===== config.mk =====
export PLATFORM = sky130hd
export DESIGN_NAME = mgmt_watchdog
export DESIGN_NICKNAME = d
export VERILOG_FILES = /design/src/rtl/wdt_pkg.sv /design/src/rtl/wdt_count_track.sv /design/src/rtl/wdt_interval_timer.sv /design/src/rtl/mgmt_watchdog.sv
export SDC_FILE = /design/constraint.sdc
export NUM_CORES = 1
export LEC_CHECK = 0
export ABC_AREA = 0
export BUFFER_PORTS_ARGS = -buffer_cell sky130_fd_sc_hd__buf_2
export CAP_MARGIN = 0
export CORE_MARGIN = 2
export CORE_UTILIZATION = 25
export CTS_CLUSTER_DIAMETER = 200
export CTS_CLUSTER_SIZE = 28
export DETAILED_ROUTE_END_ITERATION = 6
export MAX_ROUTING_LAYER = met4
export PLACE_DENSITY = 0.4
export SLEW_MARGIN = 20
export SYNTH_ARGS = -nofsm -noshare
export SYNTH_HDL_FRONTEND = slang
export SYNTH_SLANG_ARGS = --single-unit
export TNS_END_PERCENT = 100

===== constraint.sdc =====
create_clock -name clk -period 1.8 [get_ports clk]
set_input_delay 0.36 -clock clk [delete_from_list [all_inputs] [get_ports clk]]
set_output_delay 0.36 -clock clk [all_outputs]
set_load 0.02 [all_outputs]

===== src/rtl/wdt_pkg.sv =====
package wdt_pkg;
  // Command from the count tracker to the interval timer.
  typedef enum logic [1:0] {
    TMR_HOLD = 2'd0,  // keep running or stopped as it is
    TMR_LOAD = 2'd1,  // (re)start with a full interval
    TMR_HALT = 2'd2   // stop
  } tmr_cmd_e;

  // Ticks in one twentieth of a second, rounded up.
  function automatic int unsigned interval_ticks(input int unsigned tick_hz);
    return (tick_hz + 19) / 20;
  endfunction
endpackage


===== src/rtl/wdt_count_track.sv =====
module wdt_count_track
  import wdt_pkg::*;
#(
  parameter int unsigned CNT_W = 4
) (
  input  logic             clk,
  input  logic             rst_n,
  input  logic             enq,
  input  logic             deq,
  input  logic             clr,
  output logic [CNT_W-1:0] count,
  output tmr_cmd_e         cmd,
  output logic             underflow,
  output logic             overflow
);
  localparam logic [CNT_W-1:0] CNT_MAX = {CNT_W{1'b1}};
  localparam logic [CNT_W-1:0] CNT_ONE = {{(CNT_W-1){1'b0}}, 1'b1};

  logic             only_enq, only_deq;
  logic             at_zero, at_max;
  logic [CNT_W-1:0] count_nxt;
  logic             udf_hit, ovf_hit;

  assign only_enq = enq & ~deq & ~clr;
  assign only_deq = deq & ~enq & ~clr;
  assign at_zero  = (count == '0);
  assign at_max   = (count == CNT_MAX);

  always_comb begin
    count_nxt = count;
    cmd       = TMR_HOLD;
    udf_hit   = 1'b0;
    ovf_hit   = 1'b0;
    if (clr) begin
      count_nxt = '0;
      cmd       = TMR_HALT;
    end else if (only_enq) begin
      if (at_max) begin
        ovf_hit = 1'b1;
      end else begin
        count_nxt = count + CNT_ONE;
        if (at_zero) cmd = TMR_LOAD;
      end
    end else if (only_deq) begin
      if (at_zero) begin
        udf_hit = 1'b1;
      end else begin
        count_nxt = count - CNT_ONE;
        cmd       = (count == CNT_ONE) ? TMR_HALT : TMR_LOAD;
      end
    end
  end

  always_ff @(posedge clk or negedge rst_n) begin
    if (!rst_n) begin
      count     <= '0;
      underflow <= 1'b0;
      overflow  <= 1'b0;
    end else begin
      count <= count_nxt;
      if (udf_hit) underflow <= 1'b1;
      if (ovf_hit) overflow  <= 1'b1;
    end
  end
endmodule


===== src/rtl/wdt_interval_timer.sv =====
module wdt_interval_timer
  import wdt_pkg::*;
#(
  parameter int unsigned INTERVAL = 5
) (
  input  logic     clk,
  input  logic     rst_n,
  input  tmr_cmd_e cmd,
  input  logic     tick,
  output logic     running,
  output logic     expire
);
  localparam int unsigned REM_W = (INTERVAL < 2) ? 1 : $clog2(INTERVAL + 1);
  localparam logic [REM_W-1:0] REM_FULL = REM_W'(INTERVAL);
  localparam logic [REM_W-1:0] REM_ONE  = REM_W'(1);

  logic [REM_W-1:0] remain;

  // A load or halt in the same cycle takes precedence over the tick.
  assign expire = (cmd == TMR_HOLD) & running & tick & (remain == REM_ONE);

  always_ff @(posedge clk or negedge rst_n) begin
    if (!rst_n) begin
      running <= 1'b0;
      remain  <= '0;
    end else begin
      unique case (cmd)
        TMR_LOAD: begin
          running <= 1'b1;
          remain  <= REM_FULL;
        end
        TMR_HALT: begin
          running <= 1'b0;
          remain  <= '0;
        end
        default: begin
          if (running && tick) begin
            if (remain == REM_ONE) begin
              running <= 1'b0;
              remain  <= '0;
            end else begin
              remain <= remain - REM_ONE;
            end
          end
        end
      endcase
    end
  end
endmodule


===== src/rtl/mgmt_watchdog.sv =====
module mgmt_watchdog
  import wdt_pkg::*;
#(
  parameter int unsigned CNT_W   = 4,
  parameter int unsigned TICK_HZ = 100
) (
  input  logic             clk,
  input  logic             rst_n,
  input  logic             enq_i,
  input  logic             deq_i,
  input  logic             clr_i,
  input  logic             tick_i,
  output logic [CNT_W-1:0] outstanding_o,
  output logic             running_o,
  output logic             cancel_o,
  output logic             underflow_o,
  output logic             overflow_o
);
  localparam int unsigned INTERVAL = interval_ticks(TICK_HZ);

  tmr_cmd_e tmr_cmd;
  logic     tmr_expire;
  logic     cancel_q;

  wdt_count_track #(.CNT_W(CNT_W)) u_count (
    .clk       (clk),
    .rst_n     (rst_n),
    .enq       (enq_i),
    .deq       (deq_i),
    .clr       (clr_i),
    .count     (outstanding_o),
    .cmd       (tmr_cmd),
    .underflow (underflow_o),
    .overflow  (overflow_o)
  );

  wdt_interval_timer #(.INTERVAL(INTERVAL)) u_timer (
    .clk     (clk),
    .rst_n   (rst_n),
    .cmd     (tmr_cmd),
    .tick    (tick_i),
    .running (running_o),
    .expire  (tmr_expire)
  );

  // An expiry with nothing outstanding is dropped.
  always_ff @(posedge clk or negedge rst_n) begin
    if (!rst_n) cancel_q <= 1'b0;
    else        cancel_q <= tmr_expire & (outstanding_o != '0);
  end

  assign cancel_o = cancel_q;
endmodule


==> results of run 1 <==
-- power groups by stage --
stage               sequential, mW  clock (mW)  combinational, mW
finish                       0.386       0.183              0.665
global route                 0.400       0.207              0.737
CTS                          0.378       0.189              0.587
detailed placement           0.383           0              0.581
global placement             0.383           0              0.589
floorplan                    0.454           0              0.322
-- placed cells by master (no fill, tap or decap), drive strengths merged, types with 3 or more instances in the layout --
cell type,Yosys,layout
dfrtp,11,11
a21oi,5,5
nor3,3,3
ha,8,8
nor2,4,4
nand2,4,4
clkbuf,0,4
nor2b,4,4
inv,6,6
mux2i,3,3
buf,1,21
-- worst max-delay path, stage by stage, from the launching register on --
cell and delay, ns:
dfrtp_2 0.45, inv_4 0.08, ha_4 0.14, or3b_4 0.39
a211oi_4 0.24, buf_6 0.16, nor4_2 0.04, o21bai_1 0.16
-- flip-flops by register name, indices dropped and copies added (netlist names) --
| signal | count |
|---|---|
| u_timer.running | 1 |
| u_count.overflow | 1 |
| u_timer.remain | 3 |
| u_count.count | 4 |
| u_count.underflow | 1 |
| cancel_o | 1 |
-- area by class of cell --
cell class                 instances  share of cell area [%]
timing repair buffer              22                    13.7
tap                               31                    3.83
multi-input combinational         54                    49.8
clock buffer                       4                    2.59
inverter                           6                    2.72
sequential                        11                    27.4
-- routing by layer --
metal | up-vias | global-route usage [%] | part of all wire (%) | wire length, um
met2 | 9 | 16.2 | 45 | 790
li1 | 312 | - | - | -
met3 | 5 | 2.23 | 3.2 | 55
met4 | 0 | 6.98 | 2.5 | 43
met5 | - | - | 0 | 0
met1 | 305 | 15.4 | 49 | 856
-- worst paths after layout --
check | cells after the start | end | slack, ns | start
hold reg to reg | 1 | u_count.overflow | 0.47 | u_count.overflow
setup / recovery | 7 | u_count.count[0] | 0.01 | u_count.count[0]
setup reg to reg | 7 | u_count.count[0] | 0.01 | u_count.count[0]
min in group asynchronous | 2 | u_timer.remain[2] | 0.48 | rst_n
max in group asynchronous | 2 | u_count.count[0] | 1.08 | rst_n
hold / removal | 3 | u_timer.running | 0.44 | tick_i
-- through the flow --
step	std cells	hold WS [ns]	utilization, %	instance area (um2)
after floorplan	72	0.0644	-	749
after global placement	121	0.252	32.4	893
after detailed placement	121	0.257	32.4	893
after CTS	126	0.432	33.7	930
after global routing	128	0.450	36.8	1010
final	128	0.443	36.8	1010
-- timing repair --
item / 4_1_cts / 5_1_grt
endpoints found under the hold margin: 11 / 0
hold buffers: 1 / 0
endpoints found under the setup margin: 0 / 7
resized for setup: 0 / 13
buffers inserted: 0 / 2
-- logic make-up (layout without fill, tap and decap cells) --
group	after synthesis	after routing	synth area share, %
and+or+nand+nor	25	25	20.9
AOI/OAI and AO/OA	17	17	18.5
DFF	11	11	37.7
adders and majority gates	8	8	13.7
buffers and inverters	7	32	3.77
muxes	3	3	4.12
xor gates and xnor gates	1	1	1.20
==> results.toml, run 1 <==
[layout]
drive_above_1_share_pct = 44.3
multi_input_area_um2 = 504
fin_nets = 112
area_delta_synth_final_pct = 38.9
insertedDiodeCount = 0
regArea_um2 = 278
fill_cells = 306

[pwr]
p_total_mw = 1.23
sw_frac_of_total_pct = 42.4
p_leak_nw = 0.461
p_int_uw = 710
max-vdd-ir-drop_v = 0.000569
combPwrFrac_pct = 53.9
p_sw_uw = 524
clock_power_share_pct = 14.8
p_seq_share_pct = 31.3
power_density_nw_per_um2 = 1220

[place]
place_congestion = 0.728
dp_slack_ns = 0.0153
dp_hpwl_mm = 1.24
io_buffers = 13

[clock_tree]
cts_sinks = 11
h-tree-depth = 1
cts_tree = "yes"
clkLatencyLatePin_ns = 0.28
path_clk_slew_ns = 0.08
cts_made_buffers = 3
clockBufferDepth = 2
cts_root_buf = "clkbuf_4"

[global_route]
grt_pass1_vias = 611
grt_pass1_wl_mm = 2.79
grt_max_degree = 12
grt_overflow = 0
antenna_found_initial = 0
grt_usage_pct = 11.6

[outcome]
status = "finished, final reports clean"

[route]
antenna_left = 0
wl_mm = 1.75
wl_per_cell_um = 13.6
vias = 631
drcViolationCount = 0
via_per_inst = 4.93
drt_iter0_markers = 13
dr.pass1.iters = 3

[floorplan]
core_um2 = 2760
die_area_um2 = 3370
boundaryPins = 14
dieWidth_um = 58.0
rows = 19
die_h_um = 58.0
initial_core_util_pct = 26.5

[synth]
syn-num-nets = 86
synth.most_common_cell = "dfrtp_1"
synthesis.area_um2 = 729
synth_top_area_share_pct = 37.7
synth_enable_flop_cells = 0
yosys-top-cells-area = "dfrtp_1 (38%), ha_1 (14%), mux2i_1 (4.1%)"
ys_ff_latch = 11
synth_flop_cell = "dfrtp_1"
syn_avg_cell_area_um2 = 10.1
yosys.area.top_type = "dfrtp_1"
ys_seq_area_share_pct = 37.7
yosys_warnings = 0
synthArstFlopShare_pct = 100
synth_cell_types = 30
synth_common_cells = "dfrtp_1 (11), ha_1 (8), inv_1 (6)"
synthCells = 72

[run]
maxCapViolCount = 0

[sta]
worst_pin_slew_ns = 0.400
rsz0062_at_grt = "yes"
fin_crit_ns = 1.79
tns_ns = 0
finalHoldViolations = 0
finClkSkew_ns = 0.00535
finalSetupViolations = 0
max_freq_mhz = 559
max_slew_margin_pct = 73.0
drv_slew = 0
period_share_pct = 99.4
worst_slack_ns = 0.0108

[worst_setup_path]
critPathKind = "flip-flop to flip-flop"
critPathCaptureType = "flip-flop"
crit_required_ns = 1.96
worstPathMaxFanout = 6
cp-start-kind = "flip-flop"
cp.arrival_ns = 1.95

[min_path]
hold_class = "primary input to flip-flop"
Note: power is estimated with default switching activity, not from simulation.
==> run 2, diff against run 1 <==
--- a/config.mk
+++ b/config.mk
@@ -9,12 +9,12 @@
 export BUFFER_PORTS_ARGS = -buffer_cell sky130_fd_sc_hd__buf_2
 export CAP_MARGIN = 0
 export CORE_MARGIN = 2
-export CORE_UTILIZATION = 25
+export CORE_UTILIZATION = 47
 export CTS_CLUSTER_DIAMETER = 200
 export CTS_CLUSTER_SIZE = 28
 export DETAILED_ROUTE_END_ITERATION = 6
 export MAX_ROUTING_LAYER = met4
-export PLACE_DENSITY = 0.4
+export PLACE_DENSITY = 0.68
 export SLEW_MARGIN = 20
 export SYNTH_ARGS = -nofsm -noshare
 export SYNTH_HDL_FRONTEND = slang
==> results.toml, run 2 (synthesized netlist as in run 1, its figures left out) <==
[outcome]
status = "finished, final reports clean"

[global_route]
grt_pass1_vias = 619
grt_max_degree = 12
antenna_found_initial = 0
grt_pass1_wl_mm = 2.73
grt_usage_pct = 20.6
grt_overflow = 0

[sta]
max_freq_mhz = 566
finClkSkew_ns = 0.00505
worst_pin_slew_ns = 0.383
period_share_pct = 98.1
finalHoldViolations = 0
rsz0062_at_grt = "yes"
finalSetupViolations = 0
tns_ns = 0
drv_slew = 0
fin_crit_ns = 1.77
max_slew_margin_pct = 74.1

[pwr]
p_sw_uw = 501
max-vdd-ir-drop_v = 0.000674
p_leak_nw = 0.444
combPwrFrac_pct = 51.6
p_int_uw = 692
p_total_mw = 1.19
clock_power_share_pct = 14.9
sw_frac_of_total_pct = 42.0
p_seq_share_pct = 33.5
power_density_nw_per_um2 = 1260

[worst_setup_path]
crit_chain = "inv_4, ha_4, or3b_4, a211oi_4, o311ai_1, o41ai_1"
crit_end = "u_count.count[2]"
cp.arrival_ns = 1.91
critPathLaunch = "u_count.count[0]"
reg2reg_depth = 6
slowest_stage = "dfrtp_2"
critPathKind = "flip-flop to flip-flop"
critPathCaptureType = "flip-flop"
worstPathMaxFanout = 6
crit_required_ns = 1.94
reg2reg_to = "u_count.count[2]"
r2r_slack_ns = 0.03
path_depth = 6
crit_family = "compound AO/OA/AOI/OAI gates"
crit_buf_inv = 1
cp_slowest_stage_delay_ns = 0.45
cp-start-kind = "flip-flop"
r2r-start = "u_count.count[0]"

[layout]
reg_top3 = "u_count.count x4, u_timer.remain x3"
largest-register = "u_count.count"
fin_cells = 112
design_area_um2 = 946
insertedDiodeCount = 0
final_common_cell = "buf_2"
mostFrequentLayoutCells = "buf_2 (13), dfrtp_1 (9), buf_4 (7)"
drive_above_1_share_pct = 38.5
area_delta_synth_final_pct = 29.7
fin_nets = 111
largest_register_ffs = 4

[floorplan]
boundaryPins = 14
initial_core_util_pct = 49.6
die_area_um2 = 1880
core_um2 = 1470
die_h_um = 43.4
rows = 14
dieWidth_um = 43.4

[clock_tree]
path_clk_slew_ns = 0.08
clockBufferDepth = 2
cts_root_buf = "clkbuf_4"
h-tree-depth = 1
cts_made_buffers = 3
clkLatencyLatePin_ns = 0.27
cts_tree = "yes"
cts_sinks = 11

[place]
dp_hpwl_mm = 1.13
io_buffers = 13
dpl-instance-area_um2 = 867
dp_cells = 105
place_congestion = 0.868

[route]
drt_iter0_markers = 16
drcViolationCount = 0
vias = 625
via_per_inst = 5.58
wl_per_cell_um = 14.5
dr.pass1.iters = 4
antenna_left = 0
wl_mm = 1.62

[min_path]
hold_class = "primary input to flip-flop"

[run]
maxCapViolCount = 0
run 2: cell count changes in the layout (fill, tap and decap cells not counted), moves of 2 or more:
cell / delta
o41ai_2: -2
o311ai_2: -2
o41ai_1: +2
o311ai_1: +2
run 2: power by group through the flow:
stage / sequential (mW) / combinational, mW / clock, mW
2_1_floorplan: 0.454 / 0.322 / 0
3_3_place_gp: 0.387 / 0.548 / 0
3_5_place_dp: 0.391 / 0.559 / 0
4_1_cts: 0.386 / 0.588 / 0.181
5_1_grt: 0.407 / 0.686 / 0.196
6_report: 0.399 / 0.616 / 0.178
run 2: per-layer routing:
metal	GRT usage (%)	wire length, um
met1	25.8	775
met2	29.3	767
met3	5.83	54
met4	12.7	24
met5	-	0
run 2: how the worst min path moves through the flow:
| stage | cells after the start | slack (ns) | end | start |
|---|---|---|---|---|
| 3_3_place_gp | 1 | 0.24 | u_count.underflow | rst_n |
| 3_5_place_dp | 1 | 0.25 | u_count.count[0] | rst_n |
| 6_report | 2 | 0.45 | u_count.count[3] | clr_i |
| 5_1_grt | 2 | 0.46 | u_count.count[3] | clr_i |
| 4_1_cts | 3 | 0.45 | cancel_o | tick_i |
| 2_1_floorplan | 0 | 0.06 | cancel_o | rst_n |
run 2: worst reg2reg max path: stages (launching register included):
cell and delay [ns]:
dfrtp_2 0.45, inv_4 0.08, ha_4 0.15, or3b_4 0.40, a211oi_4 0.34, o311ai_1 0.12
o41ai_1 0.10
run 2: area by class of cell:
cell class	count	area (um2)
Sequential cell	11	278
Clock buffer	4	26.3
Fill cell	128	526
Multi-Input combinational cell	54	467
Inverter	6	27.5
Tap cell	16	20.0
Timing Repair Buffer	21	128
run 2: stage by stage:
step | hold slack, ns | utilization (%) | setup WS (ns)
2_1_floorplan | 0.0644 | - | 0.0257
3_3_place_gp | 0.242 | 58.9 | 0.0351
3_5_place_dp | 0.245 | 58.9 | 0.00489
4_1_cts | 0.446 | 62.6 | 0.00191
5_1_grt | 0.457 | 64.3 | -0.0543
6_report | 0.452 | 64.3 | 0.0334
run 2: timing repair:
action                                  4_1_cts  5_1_grt
hold endpoints to repair                     11        0
gates resized for setup                       1        6
setup buffers                                 1        1
pin swaps                                     1        5
endpoints found under the setup margin        4        7
hold buffers                                  1        0
